==> src/rtl/spmv_pkg.sv <==
package spmv_pkg;
  typedef enum logic [3:0] {
    S_IDLE, S_LD_CNT, S_LD_ROW, S_LD_COL, S_LD_VAL,
    S_X_WAIT, S_MULT, S_CLR, S_SUM, S_EMIT, S_DONE
  } st_e;
endpackage

==> src/rtl/spmv_store.sv <==
module spmv_store #(
  parameter int W     = 8,
  parameter int DEPTH = 16,
  localparam int AW   = (DEPTH > 1) ? $clog2(DEPTH) : 1
) (
  input  logic          clk,
  input  logic          we,
  input  logic [AW-1:0] waddr,
  input  logic [W-1:0]  wdata,
  input  logic [AW-1:0] raddr,
  output logic [W-1:0]  rdata
);
  logic [W-1:0] mem_q [DEPTH];

  always_ff @(posedge clk) begin
    if (we) mem_q[waddr] <= wdata;
  end

  assign rdata = mem_q[raddr];
endmodule

==> src/rtl/spmv_accum.sv <==
module spmv_accum #(
  parameter int N      = 8,
  parameter int PROD_W = 32,
  localparam int IW    = $clog2(N),
  localparam int ACC_W = PROD_W + IW
) (
  input  logic              clk,
  input  logic              rst_n,
  input  logic              clr,
  input  logic              add_en,
  input  logic [IW-1:0]     add_row,
  input  logic [PROD_W-1:0] add_val,
  input  logic [IW-1:0]     rd_idx,
  output logic [ACC_W-1:0]  rd_data
);
  logic [ACC_W-1:0] acc_q [N];
  logic [ACC_W-1:0] add_ext;

  assign add_ext = {{IW{add_val[PROD_W-1]}}, add_val};

  for (genvar g = 0; g < N; g++) begin : g_acc
    logic [ACC_W-1:0] acc_d;
    logic             acc_en;

    always_comb begin
      acc_en = clr || (add_en && (add_row == IW'(g)));
      acc_d  = clr ? '0 : acc_q[g] + add_ext;
    end

    always_ff @(posedge clk or negedge rst_n) begin
      if (!rst_n)      acc_q[g] <= '0;
      else if (acc_en) acc_q[g] <= acc_d;
    end

    AST_CLR_ZEROES: assert property (@(posedge clk) disable iff (!rst_n)
      clr |=> (acc_q[g] == '0));
  end

  assign rd_data = acc_q[rd_idx];
endmodule

==> src/rtl/spmv_engine.sv <==
module spmv_engine
  import spmv_pkg::*;
#(
  parameter int DATA_W = 16,
  parameter int N      = 8,
  parameter int DEPTH  = 16,
  localparam int IW    = $clog2(N),
  localparam int AW    = (DEPTH > 1) ? $clog2(DEPTH) : 1,
  localparam int CW    = $clog2(DEPTH + 1),
  localparam int PW    = 2 * DATA_W,
  localparam int ACC_W = PW + IW,
  localparam int EW    = 2 * IW + DATA_W,
  localparam int BW    = IW + PW
) (
  input  logic              clk,
  input  logic              rst_n,
  input  logic              reload,
  input  logic              in_valid,
  output logic              in_ready,
  input  logic [DATA_W-1:0] in_data,
  output logic              out_valid,
  input  logic              out_ready,
  output logic [ACC_W-1:0]  out_data,
  output logic              done,
  output logic              load_err
);
  localparam logic [DATA_W-1:0] DEPTH_W = DATA_W'(DEPTH);

  // reset: asynchronous assert, synchronous release
  logic [1:0] rs_q;
  logic       rst_sn;
  always_ff @(posedge clk or negedge rst_n) begin
    if (!rst_n) rs_q <= 2'b00;
    else        rs_q <= {rs_q[0], 1'b1};
  end
  assign rst_sn = rs_q[1];

  st_e               state_q, state_d;
  logic [CW-1:0]     cnt_q, cnt_d, wptr_q, wptr_d, ptr_q, ptr_d;
  logic [IW-1:0]     row_q, row_d, col_q, col_d, colj_q, colj_d, oidx_q, oidx_d;
  logic [DATA_W-1:0] x_q, x_d;
  logic              err_q, err_d;

  logic              in_fire, out_fire, hit, in_buf;
  logic [EW-1:0]     ent;
  logic [BW-1:0]     bent;
  logic [IW-1:0]     ent_row, ent_col, b_row;
  logic [DATA_W-1:0] ent_val;
  logic [PW-1:0]     prod, b_val;

  assign ent_row = ent[EW-1 -: IW];
  assign ent_col = ent[EW-IW-1 -: IW];
  assign ent_val = ent[DATA_W-1:0];
  assign b_row   = bent[BW-1 -: IW];
  assign b_val   = bent[PW-1:0];
  assign prod    = PW'($signed(ent_val) * $signed(x_q));
  assign in_buf  = ptr_q < cnt_q;
  assign hit     = in_buf && (ent_col == colj_q);

  assign in_ready  = (state_q inside {S_LD_CNT, S_LD_ROW, S_LD_COL, S_LD_VAL, S_X_WAIT});
  assign out_valid = (state_q == S_EMIT);
  assign done      = (state_q == S_DONE);
  assign load_err  = err_q;
  assign in_fire   = in_valid && in_ready;
  assign out_fire  = out_valid && out_ready;

  spmv_store #(.W(EW), .DEPTH(DEPTH)) u_coord (
    .clk(clk), .we((state_q == S_LD_VAL) && in_fire), .waddr(wptr_q[AW-1:0]),
    .wdata({row_q, col_q, in_data}), .raddr(ptr_q[AW-1:0]), .rdata(ent));

  spmv_store #(.W(BW), .DEPTH(DEPTH)) u_prod (
    .clk(clk), .we((state_q == S_MULT) && hit), .waddr(ptr_q[AW-1:0]),
    .wdata({ent_row, prod}), .raddr(ptr_q[AW-1:0]), .rdata(bent));

  spmv_accum #(.N(N), .PROD_W(PW)) u_acc (
    .clk(clk), .rst_n(rst_sn), .clr(state_q == S_CLR),
    .add_en((state_q == S_SUM) && in_buf), .add_row(b_row), .add_val(b_val),
    .rd_idx(oidx_q), .rd_data(out_data));

  always_comb begin
    state_d = state_q; cnt_d = cnt_q; wptr_d = wptr_q; ptr_d = ptr_q;
    row_d = row_q; col_d = col_q; colj_d = colj_q; oidx_d = oidx_q;
    x_d = x_q; err_d = err_q;
    unique case (state_q)
      S_IDLE: begin
        colj_d  = '0;
        ptr_d   = '0;
        state_d = reload ? S_LD_CNT : S_X_WAIT;
      end
      S_LD_CNT: if (in_fire) begin
        wptr_d = '0;
        if (in_data > DEPTH_W) begin
          err_d = 1'b1; cnt_d = '0; state_d = S_IDLE;
        end else begin
          err_d   = 1'b0;
          cnt_d   = in_data[CW-1:0];
          state_d = (in_data == '0) ? S_X_WAIT : S_LD_ROW;
        end
      end
      S_LD_ROW: if (in_fire) begin row_d = in_data[IW-1:0]; state_d = S_LD_COL; end
      S_LD_COL: if (in_fire) begin col_d = in_data[IW-1:0]; state_d = S_LD_VAL; end
      S_LD_VAL: if (in_fire) begin
        wptr_d  = wptr_q + CW'(1);
        state_d = (wptr_q + CW'(1) == cnt_q) ? S_X_WAIT : S_LD_ROW;
      end
      S_X_WAIT: if (in_fire) begin x_d = in_data; state_d = S_MULT; end
      S_MULT: begin
        if (hit) ptr_d = ptr_q + CW'(1);
        else if (colj_q == IW'(N - 1)) state_d = S_CLR;
        else begin colj_d = colj_q + IW'(1); state_d = S_X_WAIT; end
      end
      S_CLR: begin ptr_d = '0; state_d = S_SUM; end
      S_SUM: begin
        if (in_buf) ptr_d = ptr_q + CW'(1);
        else begin oidx_d = '0; state_d = S_EMIT; end
      end
      S_EMIT: if (out_fire) begin
        if (oidx_q == IW'(N - 1)) state_d = S_DONE;
        else oidx_d = oidx_q + IW'(1);
      end
      S_DONE:  state_d = S_IDLE;
      default: state_d = S_IDLE;
    endcase
  end

  always_ff @(posedge clk or negedge rst_sn) begin
    if (!rst_sn) begin
      state_q <= S_IDLE; cnt_q <= '0; wptr_q <= '0; ptr_q <= '0;
      row_q <= '0; col_q <= '0; colj_q <= '0; oidx_q <= '0;
      x_q <= '0; err_q <= 1'b0;
    end else begin
      state_q <= state_d; cnt_q <= cnt_d; wptr_q <= wptr_d; ptr_q <= ptr_d;
      row_q <= row_d; col_q <= col_d; colj_q <= colj_d; oidx_q <= oidx_d;
      x_q <= x_d; err_q <= err_d;
    end
  end

  AST_CNT_BOUND: assert property (@(posedge clk) disable iff (!rst_sn)
    cnt_q <= CW'(DEPTH));
  AST_OVERSIZE_ERR: assert property (@(posedge clk) disable iff (!rst_sn)
    (state_q == S_LD_CNT && in_fire && in_data > DEPTH_W) |=> (load_err && !in_ready));
  AST_OUT_HOLD: assert property (@(posedge clk) disable iff (!rst_sn)
    (out_valid && !out_ready) |=> (out_valid && $stable(out_data)));
  AST_DONE_AFTER_LAST: assert property (@(posedge clk) disable iff (!rst_sn)
    (out_fire && oidx_q == IW'(N - 1)) |=> (done && !out_valid));
  AST_DONE_SINGLE: assert property (@(posedge clk) disable iff (!rst_sn)
    done |=> !done);
  AST_NO_IN_WHILE_OUT: assert property (@(posedge clk) disable iff (!rst_sn)
    (out_valid || done) |-> !in_ready);
endmodule

==> config.mk <==
export PLATFORM = sky130hd
export DESIGN_NAME = spmv_engine
export DESIGN_NICKNAME = d
export VERILOG_FILES = /design/src/rtl/spmv_pkg.sv /design/src/rtl/spmv_store.sv /design/src/rtl/spmv_accum.sv /design/src/rtl/spmv_engine.sv
export SDC_FILE = /design/constraint.sdc
export NUM_CORES = 2
export LEC_CHECK = 0
export ABC_AREA = 1
export ABC_CLOCK_PERIOD_IN_PS = 18600
export BUFFER_PORTS_ARGS = -buffer_cell sky130_fd_sc_hd__buf_2
export CORE_MARGIN = 8
export CORE_UTILIZATION = 55
export CTS_CLUSTER_SIZE = 16
export DETAILED_ROUTE_END_ITERATION = 10
export PLACE_DENSITY = 0.81
export SETUP_SLACK_MARGIN = 0.5
export SYNTH_ARGS = -nofsm -noshare
export SYNTH_HDL_FRONTEND = slang
export SYNTH_SLANG_ARGS = --single-unit
==> constraint.sdc <==
create_clock -name clk -period 18.6 [get_ports clk]
set_input_delay 1.86 -clock clk [delete_from_list [all_inputs] [get_ports clk]]
set_output_delay 1.86 -clock clk [all_outputs]
set_load 0.02 [all_outputs]
==> run_results.csv <==
group,metric,value,unit
cts,cts_resized,0,
detailed_routing,drt_iter0_drc,7971,
detailed_routing,route.detailed.drc,0,
cts,cts_htree_levels,4,
cts,path_clk_slew,0.07,ns
yosys,seq_area_frac_synth,45.54,%
grt,grt_pass1_wl,383800,µm
yosys,synth_fp_nets,9709,
yosys,synth_commonest_cells,"1824 x nand2_1, 1257 x nor2_1, 1069 x inv_1",
outcome,status,"finished, final reports clean",
worst_setup_path,crit_buf_inv,11,
cts,numCtsBuffers,135,
placement,dpl.hpwl,174300,µm
cts,clockRootBuffer,"clkbuf_16",
yosys,ys_async_sr_fraction,26.57,%
detailed_routing,vias,66828,
worst_setup_path,timing.critical_path.mode_cell,"inv_1",
grt,grt-ovfl-total,0,
yosys,synth_cell_type_count,58,
min_path,hold_path_class,"reg2reg",
yosys,yosys_warnings,0,
cts,postCtsSetupRepairBufs,0,
sta,worst_hold_slack,0.3527,ns
worst_setup_path,critPathArrivalTime,9.62,ns
sta,setup_violations,0,
cts,cts_sinks,1242,
min_path,hp-start,"rs_q[0]$_DFF_PN0_",
min_path,min_to,"rs_q[1]$_DFF_PN0_",
yosys,synth_area,78280,µm²
finish,fin_cells,11053,
floorplan,ios,60,
yosys,yosys.cell_count.top_type,"nand2_1",
worst_setup_path,reg2reg_slack,9.39,ns
grt,grt_max_degree,242,
flow_run,maxCapViolations,0,
worst_setup_path,max_stage_delay,0.99,ns
finish,syn_to_final_growth,8.671,%
yosys,synth_area_per_cell,8.651,µm²
cts,clockBufferDepth,3,
yosys,synth-edff-count,912,
finish,drive_gt1_share,5.309,%
detailed_routing,drtPass1Iterations,7,
worst_setup_path,reg2reg_to,"u_prod.mem_q[6][31]$_DFFE_PP_",
detailed_routing,totalWireLength,257000,µm
min_path,hold_depth,0,
yosys,synthCells,9048,
floorplan,core-area,141400,µm²
sta,final_max_slew_viol_count,0,
worst_setup_path,crit_type,"reg2reg",
placement,gp_congestion,1.035,
yosys,yosys_register_bits,1242,
detailed_routing,wl_per_cell,23.25,µm
floorplan,die-area,154600,µm²
worst_setup_path,crit_path_start_kind,"flip-flop",
placement,numPortBuffers,59,
yosys,synthTopCellsByArea,"edfxtp_1 35%, dfrtp_1 11%, nand2_1 8.7%",
worst_setup_path,cp_top_family,"adder cells",
cts,cts_tree,"built",
cts,clkLatencyLatePin,0.82,ns
detailed_routing,ant_nets,0,
worst_setup_path,worstPathRequired,19.02,ns
sta,fmax,0.1086,GHz
detailed_routing,viasPerCell,6.046,
grt,first_global_vias,64651,
floorplan,num_rows,138,
floorplan,die_h,393.3,µm
placement,placed_cells,10794,
sta,relSlewSlack,5.718,%
sta,post-route-period-util,49.50,%
worst_setup_path,cp_slowest_cell,"xor2_1",
sta,hold_violations,0,
sta,worst_pin_slew,1.409,ns
cts,cts-hold-fix-buffers,0,
worst_setup_path,rr_worst_depth,27,
yosys,ys.flop_type,"edfxtp_1",
grt,grt_usage,32.49,%
floorplan,start_util,55.35,%
grt,antenna_found_initial,10,
floorplan,die_w,393.3,µm
worst_setup_path,timing.rr.start,"ptr_q[2]$_DFFE_PN0P_",
finish,finish.utilization,60.15,%
worst_setup_path,path_max_fanout,41,
yosys,synth_top_cell_area_share,34.99,%
finish,final_nets,9702,
sta,tns,0,ns
sta,finClkSkew,0.06287,ns
yosys,synth_largest_area_cell,"edfxtp_1",
worst_setup_path,setup.worst_path.end_class,"flip-flop",
sta,min_period,9.206,ns
finish,n_fill_cell,11818,
sta,rsz0062_at_grt,"false",
## cells by family after synthesis
logic type / after synthesis / share of synthesized area, %
xor gates and xnor gates: 191 / 2.137
and+or+nand+nor: 3548 / 18.24
other: 1 / 0.004791
AOI/OAI and AO/OA: 2021 / 13.97
DFF: 1242 / 45.54
adders and majority gates: 640 / 12.82
buffers and inverters: 1405 / 7.297
## cells in the final DEF (no fill, tap or decap), drive strengths merged, types with 52 or more instances in the layout
master     n
ha       370
nor3      54
inv     1100
xor2      67
xnor2    124
clkbuf   174
nor2    1265
a21o      52
nand4    121
nand3    240
nand2   1840
o21ai   1039
clkinv    62
buf      156
dfrtp    330
a31oi     68
a21oi    502
edfxtp   912
o22ai    299
fa       270
## routing by layer
layer | up-vias | share of wire [%] | global-route usage, %
met5 | - | 0.013 | 0
met4 | 4 | 7.3 | 20.58
met3 | 879 | 10 | 6.665
met2 | 3773 | 44 | 50.48
met1 | 31826 | 38 | 41.66
li1 | 30346 | - | -
## state kept, by name (all words and copies together) (netlist names)
name	flops
load_err	1
u_acc.acc_q	280
rs_q	2
u_prod.mem_q	560
state_q	4
colj_q	3
ptr_q	5
row_q	3
wptr_q	5
u_coord.mem_q	352
col_q	3
x_q	16
oidx_q	3
cnt_q	5
## through the flow
| step | setup slack, ns | cell area (µm²) |
|---|---|---|
| after global placement | 9.811 | 80370 |
| final | 9.394 | 85070 |
| after detailed placement | 9.632 | 80370 |
| after floorplan | 8.722 | 78280 |
| after CTS | 9.603 | 85050 |
| after global routing | 8.882 | 85050 |
## worst max-delay path by stage
stage / slack (ns) / depth (start not counted) / end / startpoint
floorplan: 8.72 / 0 / cnt_q[0]$_DFFE_PN0P_ / rs_q[1]$_DFF_PN0_
global placement: 9.81 / 28 / u_prod.mem_q[6][31]$_DFFE_PP_ / ptr_q[1]$_DFFE_PN0P_
detailed placement: 9.63 / 28 / u_prod.mem_q[13][31]$_DFFE_PP_ / ptr_q[1]$_DFFE_PN0P_
CTS: 9.60 / 27 / u_prod.mem_q[15][31]$_DFFE_PP_ / ptr_q[2]$_DFFE_PN0P_
global route: 8.88 / 28 / u_prod.mem_q[4][31]$_DFFE_PP_ / ptr_q[1]$_DFFE_PN0P_
finish: 9.39 / 27 / u_prod.mem_q[6][31]$_DFFE_PP_ / ptr_q[2]$_DFFE_PN0P_
## area by class of cell
| type | instances | area [µm²] | area share, % |
|---|---|---|---|
| Clock buffer | 174 | 3605 | 4.238 |
| Timing Repair Buffer | 156 | 1061 | 1.247 |
| Antenna cell | 8 | 20.02 | 0.02353 |
| Multi-Input combinational cell | 6401 | 37110 | 43.62 |
| Tap cell | 1890 | 2365 | 2.780 |
| Sequential cell | 1242 | 35660 | 41.92 |
| Inverter | 1105 | 4174 | 4.907 |
| Clock inverter | 77 | 1071 | 1.259 |
Power is left out: the tool's default activity adds up to more than one toggle a clock period on the data nets, which glitch-free logic cannot reach.
